## config.mk

```make
export PLATFORM = sky130hd
export DESIGN_NAME = dwb_writeback_seq
export DESIGN_NICKNAME = d
export VERILOG_FILES = /design/src/rtl/dwb_pkg.sv /design/src/rtl/dwb_plan.sv /design/src/rtl/dwb_seq.sv /design/src/rtl/dwb_writeback_seq.sv
export SDC_FILE = /design/constraint.sdc
export NUM_CORES = 1
export LEC_CHECK = 0
export CAP_MARGIN = 5
export CORE_MARGIN = 10
export CORE_UTILIZATION = 30
export CTS_CLUSTER_DIAMETER = 80
export DETAILED_ROUTE_END_ITERATION = 7
export DONT_BUFFER_PORTS = 1
export SYNTH_ARGS = -nofsm -noshare
export SYNTH_HDL_FRONTEND = slang
export SYNTH_SLANG_ARGS = --single-unit
```

## constraint.sdc

```tcl
create_clock -name clk -period 1.8 [get_ports clk]
set_input_delay 0.27 -clock clk [delete_from_list [all_inputs] [get_ports clk]]
set_output_delay 0.27 -clock clk [all_outputs]
set_load 0.05 [all_outputs]
```

## src/rtl/dwb_pkg.sv

```systemverilog
package dwb_pkg;
    parameter int ADDR_W = 32;
    parameter int DATA_W = 32;
    parameter int OWN_W  = 16;
    localparam int LANES = DATA_W / 8;

    typedef enum logic [2:0] {
        S_IDLE, S_ADDR, S_WAIT, S_DATA, S_GAP, S_DONE
    } dwb_state_e;

    typedef struct packed {
        logic [ADDR_W-1:0] addr;
        logic [DATA_W-1:0] data;
        logic [LANES-1:0]  be;
    } xfer_t;
endpackage

```

## src/rtl/dwb_plan.sv

```systemverilog
module dwb_plan
    import dwb_pkg::*;
(
    input  logic [ADDR_W-1:0] base,
    input  logic [DATA_W-1:0] stat,
    input  logic [OWN_W-1:0]  own,
    input  logic              mid,
    input  logic [1:0]        mode,
    input  logic              bwen,
    output xfer_t             x_first,
    output xfer_t             x_second,
    output logic              two,
    output logic              burst
);
    localparam int LANE_OWN16 = LANES - 1;
    localparam int LANE_OWN32 = LANES - OWN_W / 8;

    logic [ADDR_W-1:0] base_al;
    logic              wide;
    xfer_t             own_x;
    xfer_t             stat_x;

    always_comb begin
        base_al = {base[ADDR_W-1:2], 2'b00};
        wide    = mode[1];

        own_x = '0;
        if (wide) begin
            own_x.addr = base_al + ADDR_W'(4);
            own_x.data = {own, {(DATA_W-OWN_W){1'b0}}};
            for (int i = LANE_OWN32; i < LANES; i++) own_x.be[i] = 1'b1;
        end else begin
            own_x.addr = base_al;
            own_x.data = {own[OWN_W-1 -: 8], {(DATA_W-8){1'b0}}};
            own_x.be[LANE_OWN16] = 1'b1;
        end

        stat_x.data = stat;
        stat_x.be   = '1;
        case (mode)
            2'b11:   stat_x.addr = base_al;
            2'b10:   stat_x.addr = base_al + ADDR_W'(8);
            default: stat_x.addr = base_al + ADDR_W'(4);
        endcase

        two      = !mid;
        x_first  = mid ? own_x : stat_x;
        x_second = own_x;
        burst    = two && (mode == 2'b11) && bwen;
    end
endmodule

```

## src/rtl/dwb_seq.sv

```systemverilog
module dwb_seq
    import dwb_pkg::*;
(
    input  logic              clk,
    input  logic              rst_n,
    input  logic              start,
    input  logic              tgt_rdy,
    input  xfer_t             p_first,
    input  xfer_t             p_second,
    input  logic              p_two,
    input  logic              p_burst,
    output logic              busy,
    output logic              cyc,
    output logic              adr_phase,
    output logic              irdy,
    output logic [DATA_W-1:0] ad,
    output logic [LANES-1:0]  be,
    output logic              done
);
    typedef struct packed {
        dwb_state_e st;
        logic       idx;
        xfer_t      x0;
        xfer_t      x1;
        logic       two;
        logic       burst;
    } seq_t;

    seq_t  s_d, s_q;
    xfer_t cur;

    always_comb begin
        s_d = s_q;
        case (s_q.st)
            S_IDLE: if (start) begin
                s_d.st    = S_ADDR;
                s_d.idx   = 1'b0;
                s_d.x0    = p_first;
                s_d.x1    = p_second;
                s_d.two   = p_two;
                s_d.burst = p_burst;
            end
            S_ADDR: s_d.st = S_WAIT;
            S_WAIT: s_d.st = S_DATA;
            S_DATA: if (tgt_rdy) begin
                if (!s_q.idx && s_q.two) begin
                    s_d.idx = 1'b1;
                    s_d.st  = s_q.burst ? S_WAIT : S_GAP;
                end else begin
                    s_d.st = S_DONE;
                end
            end
            S_GAP:   s_d.st = S_ADDR;
            S_DONE:  s_d.st = S_IDLE;
            default: s_d.st = S_IDLE;
        endcase
    end

    always_ff @(posedge clk or negedge rst_n) begin
        if (!rst_n) begin
            s_q    <= '0;
            s_q.st <= S_IDLE;
        end else begin
            s_q <= s_d;
        end
    end

    always_comb begin
        cur       = s_q.idx ? s_q.x1 : s_q.x0;
        busy      = (s_q.st != S_IDLE);
        adr_phase = (s_q.st == S_ADDR);
        irdy      = (s_q.st == S_DATA);
        cyc       = adr_phase || irdy || (s_q.st == S_WAIT);
        done      = (s_q.st == S_DONE);
        ad        = '0;
        be        = '0;
        if (adr_phase) begin
            ad = DATA_W'(cur.addr);
        end else if (cyc) begin
            ad = cur.data;
            be = cur.be;
        end
    end
endmodule

```

## src/rtl/dwb_writeback_seq.sv

```systemverilog
module dwb_writeback_seq
    import dwb_pkg::*;
(
    input  logic              clk,
    input  logic              rst_n,
    input  logic              start,
    input  logic [ADDR_W-1:0] desc_base,
    input  logic [DATA_W-1:0] stat_word,
    input  logic [OWN_W-1:0]  own_word,
    input  logic              chain_mid,
    input  logic [1:0]        layout,
    input  logic              burst_wr_en,
    input  logic              tgt_rdy,
    output logic              busy,
    output logic              cyc,
    output logic              adr_phase,
    output logic              irdy,
    output logic [DATA_W-1:0] ad,
    output logic [LANES-1:0]  be,
    output logic              done
);
    xfer_t pl_first, pl_second;
    logic  pl_two, pl_burst;

    dwb_plan i_plan (
        .base     (desc_base),
        .stat     (stat_word),
        .own      (own_word),
        .mid      (chain_mid),
        .mode     (layout),
        .bwen     (burst_wr_en),
        .x_first  (pl_first),
        .x_second (pl_second),
        .two      (pl_two),
        .burst    (pl_burst)
    );

    dwb_seq i_seq (
        .clk       (clk),
        .rst_n     (rst_n),
        .start     (start),
        .tgt_rdy   (tgt_rdy),
        .p_first   (pl_first),
        .p_second  (pl_second),
        .p_two     (pl_two),
        .p_burst   (pl_burst),
        .busy      (busy),
        .cyc       (cyc),
        .adr_phase (adr_phase),
        .irdy      (irdy),
        .ad        (ad),
        .be        (be),
        .done      (done)
    );
endmodule

```

==> out/results.tsv, run 1 <==
stage	metric	value	unit
status	status	finished with violations	
status	violated checks	hold timing, setup timing	
critical_path	critical path's top delay family	buffers and inverters	
timing	Hold Violations, Final	117	
cts	clk slew on worst S/H paths	60	ps
grt	vias in the first global route	5618	
logic_synthesis	Gate Count Post-Synth	756	
route	Routed WL	21300	um
critical_path	Buffers & Inverters on Critical Path	4	
critical_path	Slowest-stage cell, CP	or3b_4	
route	Metal-1 WL	9450	um
power	Leakage	3.96	nW
placed_design	worst slack, placed	-37.3	ps
logic_synthesis	share of the synthesized area in the top cell type	0.440	
route	via count	5744	
critical_path	Crit path largest cell delay	440	ps
logic_synthesis	Synth area leaders	dfrtp_1, nand2_1, o21ai_0	
timing	slew margin rel.	0.748	
cts	CTS tree	built	
timing	period utilization	1.24	
layout	Filler cells	2040	
floorplanning	Die H	169	um
cts	clock root buffer	clkbuf_16	
layout	utilization after layout	0.441	
logic_synthesis	Seq/Total Area, Yosys	0.440	
layout	Nets	929	
layout	most common cell after layout, fill and taps aside	nand2_1	
route	post-route ant nets	0	
logic_synthesis	Netlist cell types	52	
logic_synthesis	synthesized area	0.00666	sq mm
route	met3 WL	1470	um
route	WL/cell	18.8	um
grt	first-pass GRT wire length	33100	um
placed_design	Port Buffers	0	
layout	Synth-to-Final Area Change	44.7	%
route	Iteration-0 DRC Markers	348	
layout	Post-Layout Cell Count	1133	
cts	Clock Latency Late Sink	420	ps
timing	unrepaired setup endpoints after global routing	yes	
logic_synthesis	prevailing post-synth register cell	dfrtp_1	
logic_synthesis	FF+latch count, synth	117	
flow_run	Max Cap Violations	0	
layout	share of cells above drive strength 1	0.282	
route	WL met2	10100	um
timing	Setup violations, final	38	
power	PwrDens	1980	mW/mm^2
timing	Hold Slack	-450	ps
grt	gr usage total	0.146	
cts	Post-CTS Hold Buffers	19	
placed_design	placed insts	1074	
critical_path	type of origin of the critical path	register	
timing	Slew @ Worst Pin	367	ps
logic_synthesis	Post-synth EDFFs	0	
layout	register bank with the most flops	i_seq.s_q	
critical_path	CP Capture Type	output pin	
route	Pre-antenna DRT Iters	5	
placed_design	Detailed Place HPWL	15200	um
layout	Finished Cell Area	0.00963	sq mm
logic_synthesis	asr flop ratio synth	1.00	
floorplanning	Core Area	0.0218	sq mm
logic_synthesis	Post-Syn Area per Cell	8.81	sq um
min_path	HP Class	input pin to async pin	
placed_design	RD Place Congestion	0.816	
critical_path	Critical Path Most Common Cell	buf_12	
floorplanning	chip width	169	um
critical_path	critical-path maximum fanout	7	
route	post-DR vias/cell	5.07	
floorplanning	io pins	129	
critical_path	Worst EP required	1530	ps
layout	Regs by FF count	i_seq.s_q: 117 flops	
layout	max FFs per register	117	
layout	commonest cells after routing, fill and taps aside	nand2_1, dfrtp_1, o21ai_0	
floorplanning	Die Area	0.0286	sq mm
route	residual DRC count	0	
timing	count of pins over their slew limit	0	
route	uppermost routed layer	met4	
timing	fmax	0.448	GHz
critical_path	worst path cell trace	or3b_4 -> inv_8 -> buf_12 -> buf_8 -> nand2_4 -> a21oi_4 -> buf_12	
timing	worst-case clock skew	14.8	ps
floorplanning	Initial Util	0.305	
grt	total gr overflow	0	
power	maximum VDD drop	0.000789	V
cts	Num Clock Sinks	117	
critical_path	Crit Path Category	register to output pin	
grt	largest net degree at the start of global routing	118	
floorplanning	Row Count	54	
placed_design	Placed Area	0.00841	sq mm
critical_path	CP Data Arrival Time	1960	ps
cts	worst-case clock buffer depth	2	
cts	Num CTS Buffers	17	
grt	initial antenna violation count	1	
timing	worst setup margin	-430	ps
logic_synthesis	number of synthesis warnings	0	
timing	Tmin final	2230	ps
logic_synthesis	Post-Syn Nets	846	
cts	H-tree lvl count	4	
logic_synthesis	most area-hungry cell type in the Yosys netlist	dfrtp_1	
[synthesized netlist by cell type (5+ instances only)]
library cell and n:
nand2_1 169, dfrtp_1 117, o21ai_0 95, mux2i_1 43, clkbuf_1 35, xor2_1 31
xnor2_1 28, a21oi_1 24, nor2_1 23, buf_2 21, nand3_1 17, o22ai_1 17
nand4_1 16, a221oi_1 15, nor3_1 11, mux2_2 9, nor2b_1 7, and3_1 6
nand2b_1 6, o21ai_1 6, and2_1 5, and4_1 5, buf_1 5
[metal layers]
layer  GRT usage  up-vias
met4      0.0495        0
met3      0.0484       18
li1            -     2814
met2       0.228      137
met1       0.186     2775
met5           0        -
[power by group]
| group | internal (mW) | switching [mW] |
|---|---|---|
| Clock | 1.94 | 1.30 |
| Combinational | 5.12 | 5.99 |
| Sequential | 3.85 | 0.871 |
| Total | 10.9 | 8.16 |
[cells by family (layout without fill, tap and decap cells)]
kind of cell,Yosys count,after routing,synth area share
and+or+nand+nor,288,288,0.207
AOI/OAI and AO/OA,169,169,0.145
DFF,117,117,0.440
buffers and inverters,68,164,0.0447
xor gates and xnor gates,59,59,0.0776
muxes,52,52,0.0799
adders and majority gates,3,3,0.00526
other,0,1,0
[path summary, 6_finish.rpt]
path | from | endpoint | slack, ps | depth (start not counted)
worst max-delay path | i_seq.s_q[140]$_DFFE_PN0P_ | ad[11] | -430 | 7
worst min register to register | i_seq.s_q[73]$_DFFE_PN0P_ | i_seq.s_q[73]$_DFFE_PN0P_ | 460 | 1
min in group clk | stat_word[13] | i_seq.s_q[87]$_DFFE_PN0P_ | 10 | 2
max in group asynchronous | rst_n | i_seq.s_q[138]$_DFFE_PN0P_ | 1990 | 0
worst min-delay path | rst_n | i_seq.s_q[36]$_DFFE_PN0P_ | -450 | 0
worst max register to register | i_seq.s_q[140]$_DFFE_PN0P_ | i_seq.s_q[34]$_DFFE_PN0P_ | 230 | 6
[final cells by class]
cell class | count | area (sq um) | share of cell area
Timing Repair Buffer | 129 | 1700 | 0.176
Sequential cell | 117 | 2930 | 0.304
Multi-Input combinational cell | 571 | 4060 | 0.421
Clock inverter | 14 | 131 | 0.0136
Inverter | 3 | 18.8 | 0.00195
Clock buffer | 18 | 439 | 0.0456
Tap cell | 280 | 350 | 0.0364
Antenna cell | 1 | 2.50 | 0.000260
[stage by stage]
step / hold WS [ps] / setup TNS [ps] / power (mW)
6_report: -450 / -13090 / 19.1
3_3_place_gp: -20.5 / -126 / 14.6
5_1_grt: -468 / -15480 / 20.1
4_1_cts: -468 / -12060 / 18.7
2_1_floorplan: -25.6 / -4110 / 10.7
3_5_place_dp: -20.9 / -201 / 14.8
[what timing repair did]
action / CTS / global route
endpoints found under the setup margin: 39 / 56
resized for setup: 49 / 17
endpoints found under the hold margin: 136 / 117
cloned: 2 / 3
setup buffers: 5 / 8
pin swaps: 1 / 3
No activity file was read; power rests on OpenSTA's default activity.
==> run 2: changes to the inputs <==
--- a/config.mk
+++ b/config.mk
@@ -5,10 +5,10 @@
 export SDC_FILE = /design/constraint.sdc
 export NUM_CORES = 1
 export LEC_CHECK = 0
+export ABC_AREA = 0
 export CAP_MARGIN = 5
 export CORE_MARGIN = 10
 export CORE_UTILIZATION = 30
-export CTS_CLUSTER_DIAMETER = 80
 export DETAILED_ROUTE_END_ITERATION = 7
 export DONT_BUFFER_PORTS = 1
 export SYNTH_ARGS = -nofsm -noshare
==> results of run 2 <==
Final layout, timing and power as in run 1 (identical DEF).
